### src/rtl/imr_pkg.sv
package imr_pkg;
   typedef enum logic [1:0] {
      MOP_NONE = 2'd0,
      MOP_CLR  = 2'd1,
      MOP_SET  = 2'd2
   } mask_op_e;
endpackage

### src/rtl/imr_lvl_stack.sv
module imr_lvl_stack #(
   parameter int NUM_LVLS = 2,
   parameter int DEPTH    = NUM_LVLS + 1,
   parameter int LVL_W    = (NUM_LVLS > 1) ? $clog2(NUM_LVLS) : 1
) (
   input  logic             clk,
   input  logic             rst_n,
   input  logic             push,
   input  logic             pop,
   input  logic [LVL_W-1:0] push_lvl,
   output logic             top_valid,
   output logic [LVL_W-1:0] top_lvl
);
   localparam int CODE_W = $clog2(NUM_LVLS + 1);

   logic [CODE_W-1:0] ent [DEPTH];
   logic [CODE_W-1:0] up  [DEPTH];
   logic [CODE_W-1:0] dn  [DEPTH];

   if (DEPTH < 2) begin : g_bad_depth
      $error("imr_lvl_stack: DEPTH must be at least 2");
   end

   for (genvar g = 0; g < DEPTH; g++) begin : g_ent
      if (g == 0) begin : g_head
         assign up[g] = CODE_W'(push_lvl) + CODE_W'(1);
      end else begin : g_body
         assign up[g] = ent[g-1];
      end
      if (g == DEPTH - 1) begin : g_tail
         assign dn[g] = '0;
      end else begin : g_mid
         assign dn[g] = ent[g+1];
      end
      always_ff @(posedge clk or negedge rst_n) begin
         if (!rst_n)    ent[g] <= '0;
         else if (push) ent[g] <= up[g];
         else if (pop)  ent[g] <= dn[g];
      end
   end

   assign top_valid = (ent[0] != '0);
   assign top_lvl   = LVL_W'(ent[0] - CODE_W'(1));
endmodule

### src/rtl/imr_mask_seq.sv
module imr_mask_seq
   import imr_pkg::*;
#(
   parameter int INSN_CYCLES = 9
) (
   input  logic clk,
   input  logic rst_n,
   input  logic mask_clr,
   input  logic mask_set,
   input  logic ack,
   input  logic ret_clear,
   output logic mask,
   output logic busy
);
   localparam int CNT_W = $clog2(INSN_CYCLES + 1);

   if (INSN_CYCLES < 1) begin : g_bad_cycles
      $error("imr_mask_seq: INSN_CYCLES must be at least 1");
   end

   logic [CNT_W-1:0] cnt;
   mask_op_e         op;

   always_ff @(posedge clk or negedge rst_n) begin
      if (!rst_n) begin
         cnt <= '0;
         op  <= MOP_NONE;
      end else if (cnt != '0) begin
         cnt <= cnt - CNT_W'(1);
      end else if (mask_clr || mask_set) begin
         cnt <= CNT_W'(INSN_CYCLES);
         op  <= mask_set ? MOP_SET : MOP_CLR;
      end
   end

   always_ff @(posedge clk or negedge rst_n) begin
      if (!rst_n)                  mask <= 1'b0;
      else if (cnt == CNT_W'(1))   mask <= (op == MOP_SET);
      else if (ack)                mask <= 1'b1;
      else if (ret_clear)          mask <= 1'b0;
   end

   assign busy = (cnt != '0);
endmodule

### src/rtl/imr_ret_calc.sv
module imr_ret_calc #(
   parameter int ADDR_W = 16,
   parameter int OFS_W  = 5
) (
   input  logic              clk,
   input  logic              rst_n,
   input  logic              ret_strobe,
   input  logic              ret_back,
   input  logic [OFS_W-1:0]  ret_ofs,
   input  logic [ADDR_W-1:0] pop_word,
   output logic [ADDR_W-1:0] ret_addr,
   output logic              ret_valid
);
   localparam int EXT_W = ADDR_W - OFS_W - 1;

   if (EXT_W < 1) begin : g_bad_width
      $error("imr_ret_calc: ADDR_W must exceed OFS_W + 1");
   end

   logic [ADDR_W-1:0] disp;
   assign disp = {{EXT_W{ret_back}}, ret_back, ret_ofs};

   always_ff @(posedge clk or negedge rst_n) begin
      if (!rst_n) begin
         ret_valid <= 1'b0;
         ret_addr  <= '0;
      end else begin
         ret_valid <= ret_strobe;
         if (ret_strobe) ret_addr <= pop_word + disp;
      end
   end
endmodule

### src/rtl/imr_unit.sv
module imr_unit #(
   parameter int NUM_LVLS    = 2,
   parameter int ADDR_W      = 16,
   parameter int OFS_W       = 5,
   parameter int INSN_CYCLES = 9,
   parameter int LVL_W       = (NUM_LVLS > 1) ? $clog2(NUM_LVLS) : 1
) (
   input  logic                clk,
   input  logic                rst_n,
   input  logic [NUM_LVLS-1:0] irq_req,
   input  logic                ack,
   input  logic                mask_clr,
   input  logic                mask_set,
   input  logic                ret_strobe,
   input  logic                ret_pop,
   input  logic                ret_back,
   input  logic [OFS_W-1:0]    ret_ofs,
   input  logic [ADDR_W-1:0]   pop_word,
   output logic                irq_accept,
   output logic [LVL_W-1:0]    acc_level,
   output logic                mask_flag,
   output logic                cur_valid,
   output logic [LVL_W-1:0]    cur_level,
   output logic [ADDR_W-1:0]   ret_addr,
   output logic                ret_valid,
   output logic                seq_busy
);
   localparam int DEPTH = NUM_LVLS + 1;

   if (NUM_LVLS < 1) begin : g_bad_lvls
      $error("imr_unit: NUM_LVLS must be at least 1");
   end

   logic             pend_any;
   logic [LVL_W-1:0] pend_hi;

   always_comb begin
      pend_any = 1'b0;
      pend_hi  = '0;
      for (int i = 0; i < NUM_LVLS; i++) begin
         if (irq_req[i]) begin
            pend_any = 1'b1;
            pend_hi  = LVL_W'(i);
         end
      end
   end

   assign acc_level  = pend_hi;
   assign irq_accept = !mask_flag && pend_any && (!cur_valid || (pend_hi > cur_level));

   logic ret_clear;
   assign ret_clear = ret_strobe && ret_pop;

   imr_lvl_stack #(.NUM_LVLS(NUM_LVLS), .DEPTH(DEPTH), .LVL_W(LVL_W)) u_stack (
      .clk       (clk),
      .rst_n     (rst_n),
      .push      (ack),
      .pop       (ret_clear),
      .push_lvl  (pend_hi),
      .top_valid (cur_valid),
      .top_lvl   (cur_level)
   );

   imr_mask_seq #(.INSN_CYCLES(INSN_CYCLES)) u_mseq (
      .clk       (clk),
      .rst_n     (rst_n),
      .mask_clr  (mask_clr),
      .mask_set  (mask_set),
      .ack       (ack),
      .ret_clear (ret_clear),
      .mask      (mask_flag),
      .busy      (seq_busy)
   );

   imr_ret_calc #(.ADDR_W(ADDR_W), .OFS_W(OFS_W)) u_ret (
      .clk        (clk),
      .rst_n      (rst_n),
      .ret_strobe (ret_strobe),
      .ret_back   (ret_back),
      .ret_ofs    (ret_ofs),
      .pop_word   (pop_word),
      .ret_addr   (ret_addr),
      .ret_valid  (ret_valid)
   );
endmodule

### config.mk
export PLATFORM = sky130hd
export DESIGN_NAME = imr_unit
export DESIGN_NICKNAME = d
export VERILOG_FILES = /design/src/rtl/imr_pkg.sv /design/src/rtl/imr_lvl_stack.sv /design/src/rtl/imr_mask_seq.sv /design/src/rtl/imr_ret_calc.sv /design/src/rtl/imr_unit.sv
export SDC_FILE = /design/constraint.sdc
export NUM_CORES = 1
export LEC_CHECK = 0
export ABC_AREA = 1
export BUFFER_PORTS_ARGS = -buffer_cell sky130_fd_sc_hd__buf_2
export CAP_MARGIN = 20
export CORE_MARGIN = 2
export CORE_UTILIZATION = 55
export CTS_BUF_LIST = sky130_fd_sc_hd__clkbuf_2
export CTS_CLUSTER_SIZE = 10
export DETAILED_ROUTE_END_ITERATION = 16
export PLACE_DENSITY = 0.9
export SLEW_MARGIN = 20
export SYNTH_ARGS = -nofsm -noshare
export SYNTH_HDL_FRONTEND = slang
export SYNTH_SLANG_ARGS = --single-unit
### constraint.sdc
create_clock -name clk -period 2.2 [get_ports clk]
set_input_delay 0.33 -clock clk [delete_from_list [all_inputs] [get_ports clk]]
set_output_delay 0.33 -clock clk [all_outputs]
set_load 0.1 [all_outputs]
==> reports/results.txt, run 1 <==
Syn avg cell area: 6.89 sq um
Final nets: 412
Initial Utilization: 57.4%
Diodes inserted: 0
RR Endpoint: u_mseq.op[1]$_DFFE_PN0P_
Global-route wire length before repair: 7710 microns
Syn Inst Count: 305
Post-DR wirelength/cell: 10.7 microns
Clock Sink Count: 30
CP startpoint kind: register
Number of global-route vias before repair: 1900
Worst setup endpoint: irq_accept
Post-Synthesis Net Count: 352
Worst Setup End Kind: output pin
HPWL Detailed: 3680 microns
GRT Residual Overflow: 0
Setup CP Type: reg -> out
Final Setup Violations: 0
Die area: 4330 sq um
Share of cells above drive strength 1: 19.1%
Cell variety after synth: 31
Port Buffers: 53
TritonRoute pass-1 iters: 4
Clock Latency Late Sink: 0.34 ns
Final std cells w/o fill: 414
Tmin final: 1.96 ns
YS warnings: 0
Syn Std Cell Area: 2100 sq um
Fmax: 0.510 GHz
Area Overhead vs Synth: 18.2%
Root buffer cell: clkbuf_2
Crit-path max FO: 6
Slew HR: 57.5%
Post-Place Worst Slack: 0.353 ns
PD cells: 877 nW/um^2
Post-route DRC: 0
DR iter-0 viols: 118
Run status: finished clean
Largest net degree at the start of global routing: 31
Critical path arrival: 1.63 ns
Register area share after synthesis: 35.7%
Via count: 2062
Peak VDD IR: 325 uV
CP max stage cell: buf_2
Final worst path period share: 89.2%
Max Root-Sink Buffers: 2
Clock skew: 0.00653 ns
GRT Overall Usage: 22.7%
Worst path cell trace: clkinvlp_4 -> a21oi_1 -> a211oi_4 -> buf_2
Critical Path Start: u_stack.ent[4]$_DFFE_PN0P_
Max Cap Viol: 0
Placed Area: 2430 sq um
CTS clk-pin slew, worst paths: 0.15 ns
Routed Antenna Nets: 0
Die height: 65.8 microns
Worst reg-to-reg setup slack: 0.84 ns
Setup TNS: 0 ns
Final instance area: 2480 sq um
DP Cell Count: 405
Setup WS post-layout: 0.238 ns
Worst Reg-to-Reg Cells: 7
Initial antenna violation count: 0
Worst-margin pin slew: 0.638 ns
P_leak: 1.46 nW
Hold Violations, Final: 0
#FFs+latches synth: 30
Max-slew violation count: 0
Worst EP required: 1.87 ns
# IOs: 54
Most common cell after layout, fill and taps aside: nand2_1
Most frequent cells in the layout: 113 x nand2_1, 53 x buf_2, 51 x inv_1
CTS tree: done
Final GP Congestion: 0.951
Std cell rows: 22
Critical path's largest stage delay: 0.45 ns
Routed WL: 4420 microns
Worst r2r src: u_mseq.cnt[0]$_DFFE_PN0P_
Hold Path Class: in -> reg
DIE WIDTH: 65.8 microns
Routed vias/inst: 4.98
RSZ-0062 raised after global routing: false
CORE AREA: 3660 sq um
Htree depth: 2
CTS Buf Count: 5
[metal layers]
metal	GRT usage, %	wire length, microns
met5	0	0
met1	28.4	1990
met2	40.4	2220
met4	7.03	53
met3	3.24	160
[layout make-up]
class,instances,area [sq um]
Timing Repair Buffer,56,290
Tap cell,48,60.1
Sequential cell,30,751
Multi-Input combinational cell,218,1140
Inverter,54,206
Clock buffer,6,30.0
Clock inverter,2,8.76
Fill cell,324,1180
[Yosys cell counts, drive strengths merged]
cell / n / area (sq um)
nand2: 115 / 437
inv: 52 / 195
dfrtp: 30 / 751
nand3: 21 / 105
nor2: 19 / 71.3
ha: 15 / 188
a21oi: 11 / 58.8
o21ai: 11 / 55.1
or2: 5 / 31.3
nor3: 4 / 30.0
buf: 3 / 23.8
o221ai: 3 / 26.3
xnor2: 3 / 26.3
and2: 2 / 15.0
clkinv: 2 / 7.51
nand3b: 2 / 15.0
a211oi: 1 / 7.51
a32o: 1 / 10.0
fa: 1 / 20.0
nand4: 1 / 6.26
o21a: 1 / 7.51
o22ai: 1 / 6.26
o31ai: 1 / 7.51
[cell families (layout without fill, tap and decap cells)]
family                     Yosys count  in the layout  share of synthesized area (%)
AOI/OAI and AO/OA                   30             30                           8.52
xor gates and xnor gates             3              3                           1.25
adders and majority gates           16             16                           9.89
buffers and inverters               57            118                           10.8
DFF                                 30             30                           35.7
and+or+nand+nor                    169            169                           33.8
[registers in the layout (all words and copies together) (netlist names)]
name,count
u_mseq.cnt,4
u_mseq.mask,1
u_mseq.op,2
u_ret.ret_addr,16
u_ret.ret_valid,1
u_stack.dn,4
u_stack.ent,2
[worst min-delay path by stage]
stage	endpoint	start	cells past startpoint
final	u_mseq.cnt[0]$_DFFE_PN0P_	mask_clr	3
after global routing	u_mseq.cnt[0]$_DFFE_PN0P_	mask_clr	3
after CTS	u_mseq.cnt[0]$_DFFE_PN0P_	mask_clr	3
after detailed placement	u_ret.ret_valid$_DFF_PN0_	rst_n	1
after global placement	u_ret.ret_addr[1]$_DFFE_PN0P_	rst_n	1
after floorplan	u_mseq.cnt[0]$_DFFE_PN0P_	rst_n	0
[what timing repair did]
item / in CTS / in global routing
resized for setup: 0 / 0
hold endpoints to repair: 9 / 0
hold buffers: 1 / 0
buffers inserted: 0 / 0
[worst max-delay path: cells and delay by family (launching register included)]
kind / cells / cell delay [ns]
flip-flops: 1 / 0.42
AO/OA/AOI/OAI: 2 / 0.30
buffers and inverters: 2 / 0.58
[power by group]
group | total, W | internal (W) | switching [W]
Combinational | 0.00116 | 0.000256 | 0.000903
Clock | 0.000260 | 0.0000783 | 0.000182
Sequential | 0.000758 | 0.000678 | 0.0000804
Total | 0.00218 | 0.00101 | 0.00117
[metrics by stage]
step	total power [W]	utilization, %	hold slack (ns)
3_5_place_dp	0.00193	66.5	0.388
6_report	0.00218	67.8	0.200
4_1_cts	0.00219	67.8	0.191
2_1_floorplan	0.00170	-	0.0344
5_1_grt	0.00233	67.8	0.164
3_3_place_gp	0.00189	66.5	0.388
No activity file was read; power rests on OpenSTA's default activity.
==> run 2: changes to the inputs <==
--- a/config.mk
+++ b/config.mk
@@ -7,13 +7,12 @@
 export LEC_CHECK = 0
 export ABC_AREA = 1
 export BUFFER_PORTS_ARGS = -buffer_cell sky130_fd_sc_hd__buf_2
-export CAP_MARGIN = 20
 export CORE_MARGIN = 2
-export CORE_UTILIZATION = 55
+export CORE_UTILIZATION = 50
 export CTS_BUF_LIST = sky130_fd_sc_hd__clkbuf_2
 export CTS_CLUSTER_SIZE = 10
 export DETAILED_ROUTE_END_ITERATION = 16
-export PLACE_DENSITY = 0.9
+export PLACE_DENSITY = 0.87
 export SLEW_MARGIN = 20
 export SYNTH_ARGS = -nofsm -noshare
 export SYNTH_HDL_FRONTEND = slang
==> constraint.sdc (replaced) <==
create_clock -name clk -period 1.7 [get_ports clk]
set_input_delay 0.255 -clock clk [delete_from_list [all_inputs] [get_ports clk]]
set_output_delay 0.255 -clock clk [all_outputs]
set_load 0.1 [all_outputs]
==> run 2 against run 1 <==
  * Utilization shrank 4.1 points
  * Sequential power grew 30%
  * Wire length grew 5.2%
  * Sequential share of layout area shrank 0.97 points
  * Combinational power grew 36%
  * First-iteration DRC count grew 8.5%
  * Via count shrank 0.15%
  * Critical path depth is the same
  * Critical path type unchanged
  * Largest cell class unchanged
  * Largest power group unchanged
==> reports/results.txt, run 2 (synthesis results as in run 1) <==
Run status: finished clean
Setup CP Type: reg -> out
Finished Core Util: 63.7% (-4.1 points)
Critical path arrival: 1.44 ns (-0.19 ns)
Global-route wire length before repair: 7310 microns (-5.2%)
Htree depth: 2 (unchanged)
Largest Register: u_ret.ret_addr
Crit-path max FO: 5 (-1)
Met3 WL: 257 microns (+61%)
Met2 Wirelength: 2310 microns (+4.0%)
Worst-margin pin slew: 0.640 ns (+0.00243 ns)
Max reg flops: 16 (unchanged)
Clock skew: 0.0123 ns (+0.00580 ns)
Setup TNS: 0 ns (unchanged)
Max-slew violation count: 0 (unchanged)
Clock Latency Late Sink: 0.37 ns (+0.03 ns)
Routed Antenna Nets: 0 (unchanged)
# IOs: 54 (unchanged)
Std cell rows: 23 (+4.5%)
GRT Residual Overflow: 0 (unchanged)
GRT Overall Usage: 20.7% (-2.0 points)
Most frequent cells in the layout: 113 x nand2_1, 51 x inv_1, 49 x buf_2
Max Root-Sink Buffers: 2 (unchanged)
TritonRoute pass-1 iters: 4 (unchanged)
Initial antenna violation count: 0 (unchanged)
Final GP Congestion: 0.885 (-6.9%)
Final std cells w/o fill: 422 (+1.9%)
Worst Setup End Kind: output pin
Max Cap Viol: 0 (unchanged)
PD cells: 1130 nW/um^2 (+29%)
Via count: 2059 (-0.15%)
CTS Buf Count: 5 (unchanged)
Area Overhead vs Synth: 22.1%
Die height: 68.8 microns (+4.6%)
Tmin final: 1.70 ns
Highest routing layer actually used: met4
Clock Sink Count: 30 (unchanged)
Share of cells above drive strength 1: 21.2% (+2.1 points)
Most common cell after layout, fill and taps aside: nand2_1
Fmax: 0.590 GHz
DP Cell Count: 411 (+1.5%)
Routed WL: 4650 microns (+5.2%)
Hold Violations, Final: 0 (unchanged)
Largest net degree at the start of global routing: 31 (unchanged)
DR iter-0 viols: 128 (+8.5%)
Die area: 4740 sq um (+9.4%)
Initial Utilization: 52.1% (-5.2 points)
CTS clk-pin slew, worst paths: 0.16 ns (about the same)
Metal-1 WL: 2040 microns (+2.4%)
P_leak: 1.50 nW (+2.6%)
Final worst path period share: 99.7%
Post-DR wirelength/cell: 11.0 microns (+3.2%)
Slew HR: 57.3% (-0.16 points)
CTS tree: done
CORE AREA: 4030 sq um (+10%)
Root buffer cell: clkbuf_2
CP startpoint kind: register
Peak VDD IR: 739 uV (+130%)
Final Setup Violations: 0 (unchanged)
Number of global-route vias before repair: 1757 (-7.5%)
HPWL Detailed: 3740 microns (+1.6%)
Post-route DRC: 0 (unchanged)
Final nets: 418 (+1.5%)
Hold Path Class: in -> reg
Routed vias/inst: 4.88 (-2.0%)
Worst EP required: 1.44 ns (-0.43 ns)
RSZ-0062 raised after global routing: true
Diodes inserted: 0 (unchanged)
DIE WIDTH: 68.8 microns (+4.6%)
Port Buffers: 53 (unchanged)
-- run 2: cell types whose count changed in the layout (fill, tap and decap cells not counted) --
| cell | change |
|---|---|
| buf_12 | +1 |
| clkbuf_4 | +2 |
| a21oi_1 | -1 |
| a21oi_2 | +1 |
| nor2_2 | +2 |
| nor2_1 | -2 |
| buf_6 | +1 |
| buf_2 | -4 |
| buf_4 | +6 |
-- run 2: metrics by stage --
stage | worst slack (ns) | instance area (sq um) | total power [W] | hold slack (ns)
after detailed placement | -0.0939 | 2480 | 0.00253 | 0.316
final | 0.00462 | 2560 | 0.00290 | 0.0866
after global routing | -0.106 | 2560 | 0.00309 | 0.0425
after global placement | -0.00737 | 2480 | 0.00250 | 0.310
after floorplan | -0.438 | 2120 | 0.00220 | -0.0406
after CTS | -0.00120 | 2550 | 0.00290 | 0.0727
-- run 2: layout make-up --
class                   instances  area (sq um)
well taps                      50          62.6
multi-input cells             218          1140
inverters                      54           206
repair buffers                 62           362
fillers                       378          1460
clock inverters                 2          8.76
flip-flops and latches         30           751
clock buffers                   6          30.0
-- run 2: what timing repair did --
action / 4_1_cts / 5_1_grt
pin swaps: 1 / 1
gates resized for setup: 3 / 4
buffers inserted: 2 / 0
endpoints found under the hold margin: 30 / 0
endpoints found under the setup margin: 3 / 4
hold buffers: 1 / 0
gates cloned: 0 / 0
-- run 2: worst max-delay path, cell delays in order, from the launching register on --
cell        delay (ns)
dfrtp_1           0.42
clkinvlp_4        0.14
a21oi_2           0.09
a211oi_4          0.21
buf_12            0.21
-- run 2: final timing paths --
| path | slack [ns] | cells past startpoint | from | endpoint |
|---|---|---|---|---|
| worst max-delay path | 0.005 | 4 | u_stack.ent[4]$_DFFE_PN0P_ | irq_accept |
| worst min-delay path | 0.09 | 1 | ret_strobe | u_ret.ret_valid$_DFF_PN0_ |
| worst max register to register | 0.39 | 6 | u_mseq.cnt[1]$_DFFE_PN0P_ | u_mseq.cnt[0]$_DFFE_PN0P_ |
| worst min register to register | 0.49 | 2 | u_ret.ret_addr[5]$_DFFE_PN0P_ | u_ret.ret_addr[5]$_DFFE_PN0P_ |
| max in group asynchronous | 0.85 | 2 | rst_n | u_ret.ret_addr[13]$_DFFE_PN0P_ |
| min in group asynchronous | 0.42 | 2 | rst_n | u_ret.ret_addr[1]$_DFFE_PN0P_ |
-- run 2: power breakdown --
part / internal, W / switching [W]
combinational: 0.000388 / 0.00119
clock: 0.000101 / 0.000241
sequential: 0.000877 / 0.000105
-- run 2: metal layers --
layer / up-vias / global-route usage (%)
li1: 1079 / -
met1: 919 / 23.9
met2: 56 / 37.6
met3: 5 / 5.68
met4: 0 / 5.64
met5: - / 0
==> run 3: changes to the inputs <==
--- a/config.mk
+++ b/config.mk
@@ -12,7 +12,7 @@
 export CTS_BUF_LIST = sky130_fd_sc_hd__clkbuf_2
 export CTS_CLUSTER_SIZE = 10
 export DETAILED_ROUTE_END_ITERATION = 16
-export PLACE_DENSITY = 0.87
+export PLACE_DENSITY = 0.79
 export SLEW_MARGIN = 20
 export SYNTH_ARGS = -nofsm -noshare
 export SYNTH_HDL_FRONTEND = slang
==> run 3 against run 2 <==
  * The run now ends with negative setup slack left
  * Design area shrank 0.34%
  * Power shrank 0.33%
  * Final cell count shrank 0.24%
  * Clock skew grew 0.00085 ns
  * Critical path type unchanged
  * Largest cell class unchanged
==> reports/results.txt, run 3 (synthesis results as in run 1) <==
CP startpoint kind: register
RSZ-0062 raised after global routing: true
Max Cap Viol: 0 (unchanged)
Post-Place Worst Slack: -0.107 ns (-0.0135 ns)
Clock skew: 0.0132 ns (+0.000850 ns)
DIE WIDTH: 68.8 microns (unchanged)
Register area: 751 sq um (unchanged)
Most frequent cells in the layout: 113 x nand2_1, 51 x inv_1, 50 x buf_2
Routed WL: 4860 microns (+4.6%)
Total net switching power: 0.00153 W (-0.84%)
Crit-path max FO: 6 (+1)
Hold Violations, Final: 0 (unchanged)
Peak VDD IR: 726 uV (-1.8%)
P_leak: 1.50 nW (-0.14%)
Clk pwr share: 11.6% (-0.2 points)
Run status: finished, violations left
Initial antenna violation count: 0 (unchanged)
Final Setup Violations: 1 (+1)
Area Overhead vs Synth: 21.7%
# IOs: 54 (unchanged)
Max Root-Sink Buffers: 2 (unchanged)
Std cell rows: 23 (unchanged)
Share of cells above drive strength 1: 21.0% (-0.21 points)
Final nets: 418 (unchanged)
Root buffer cell: clkbuf_2
Clock Latency Late Sink: 0.36 ns (about the same)
Initial Utilization: 52.1% (unchanged)
Setup CP Type: reg -> out
CTS Buf Count: 5 (unchanged)
PD cells: 1130 nW/um^2 (about the same)
Routed vias/inst: 4.90 (+0.53%)
Fmax: 0.579 GHz (-1.9%)
Worst EP required: 1.44 ns (about the same)
Htree depth: 2 (unchanged)
Via count: 2065 (+0.29%)
Largest Register: u_ret.ret_addr
Die height: 68.8 microns (unchanged)
Post-DR wirelength/cell: 11.6 microns (+4.9%)
Pwr Total: 0.00289 W (-0.33%)
Tmin final: 1.73 ns (+0.0322 ns)
Fraction of power spent switching nets: 52.7% (-0.27 points)
Final GP Congestion: 0.922 (+4.1%)
Most common cell after layout, fill and taps aside: nand2_1
CORE AREA: 4030 sq um (unchanged)
Port Buffers: 53 (unchanged)
Max reg flops: 16 (unchanged)
Number of global-route vias before repair: 1735 (-1.3%)
Largest net degree at the start of global routing: 31 (unchanged)
HPWL Detailed: 3810 microns (+1.7%)
Routed Antenna Nets: 0 (unchanged)
Die area: 4740 sq um (unchanged)
Hold Path Class: in -> reg
Critical path arrival: 1.47 ns (+0.03 ns)
Global-route wire length before repair: 7450 microns (+2.0%)
Slew HR: 56.4% (-0.93 points)
Logic pwr share: 54.3% (about the same)
Max-slew violation count: 0 (unchanged)
Final worst path period share: 102% (+1.9 points)
Clock Sink Count: 30 (unchanged)
Violated checks: negative setup slack
Worst Setup End Kind: output pin
Sequential Power Share: 34.1% (+0.3 points)
TritonRoute pass-1 iters: 4 (unchanged)
Diodes inserted: 0 (unchanged)
Worst hold slack: 0.0359 ns (-0.0507 ns)
CTS tree: done
Worst-margin pin slew: 0.654 ns (+0.0139 ns)
Post-route DRC: 0 (unchanged)
Filler cell count: 382 (+1.1%)
GRT Residual Overflow: 0 (unchanged)
DR iter-0 viols: 159 (+24%)
Multi-input logic area: 1140 sq um (-0.22%)
Worst reg-to-reg setup slack: 0.46 ns (+0.07 ns)
GRT Overall Usage: 21.3% (+0.56 points)
Setup WS post-layout: -0.0276 ns (-0.0322 ns)
CTS clk-pin slew, worst paths: 0.15 ns (about the same)
Int Pwr: 0.00137 W (+0.25%)
-- run 3: worst max-delay path, cell delays in order, from the launching register on --
cell        delay, ns
dfrtp_1          0.43
clkinvlp_4       0.14
a21oi_2          0.09
a211oi_4         0.23
buf_12           0.21
-- run 3: layout make-up --
cell class / count / share of cell area (%)
multi-input cells: 218 / 44.7
well taps: 50 / 2.45
clock buffers: 7 / 1.37
flip-flops and latches: 30 / 29.4
repair buffers: 62 / 14.0
inverters: 54 / 8.08
-- run 3: worst paths after layout --
path	startpoint	endpoint	depth (start not counted)
setup / recovery	u_stack.ent[4]$_DFFE_PN0P_	irq_accept	4
hold / removal	ret_strobe	u_ret.ret_valid$_DFF_PN0_	1
setup reg to reg	u_mseq.cnt[1]$_DFFE_PN0P_	u_mseq.cnt[0]$_DFFE_PN0P_	6
hold reg to reg	u_mseq.cnt[2]$_DFFE_PN0P_	u_mseq.cnt[2]$_DFFE_PN0P_	1
max in group asynchronous	rst_n	u_mseq.cnt[2]$_DFFE_PN0P_	2
min in group asynchronous	rst_n	u_ret.ret_addr[5]$_DFFE_PN0P_	2
-- run 3: timing repair --
action	in CTS	in global routing
resized for setup	3	2
setup buffers	2	0
cloned	0	0
hold buffers	1	0
endpoints found under the hold margin	30	0
pin swaps	1	1
endpoints found under the setup margin	2	3
-- run 3: metal layers --
metal | vias to the layer above | GRT usage, % | share of wire (%)
met5 | - | 0 | 0
met1 | 912 | 26.2 | 45
met4 | 0 | 6.86 | 2.0
met3 | 11 | 5.03 | 5.5
met2 | 58 | 36.8 | 47
li1 | 1084 | - | -
-- run 3: power by group through the flow --
stage	combinational, W	sequential, W	clock (W)
final	0.00157	0.000987	0.000337
after detailed placement	0.00154	0.000995	0
after CTS	0.00156	0.000985	0.000345
after global placement	0.00151	0.000988	0
after global routing	0.00169	0.00101	0.000380
after floorplan	0.000675	0.00153	0
-- run 3: metrics by stage --
step                      cell area (sq um)  util [%]  setup TNS (ns)  instances
after detailed placement               2480      61.6          -0.359        411
after CTS                              2550      63.3        -0.00980        421
after global routing                   2560      63.4          -0.148        421
after global placement                 2480      61.6         -0.0115        411
after floorplan                        2120         -          -0.690        305
final                                  2560      63.4         -0.0276        421
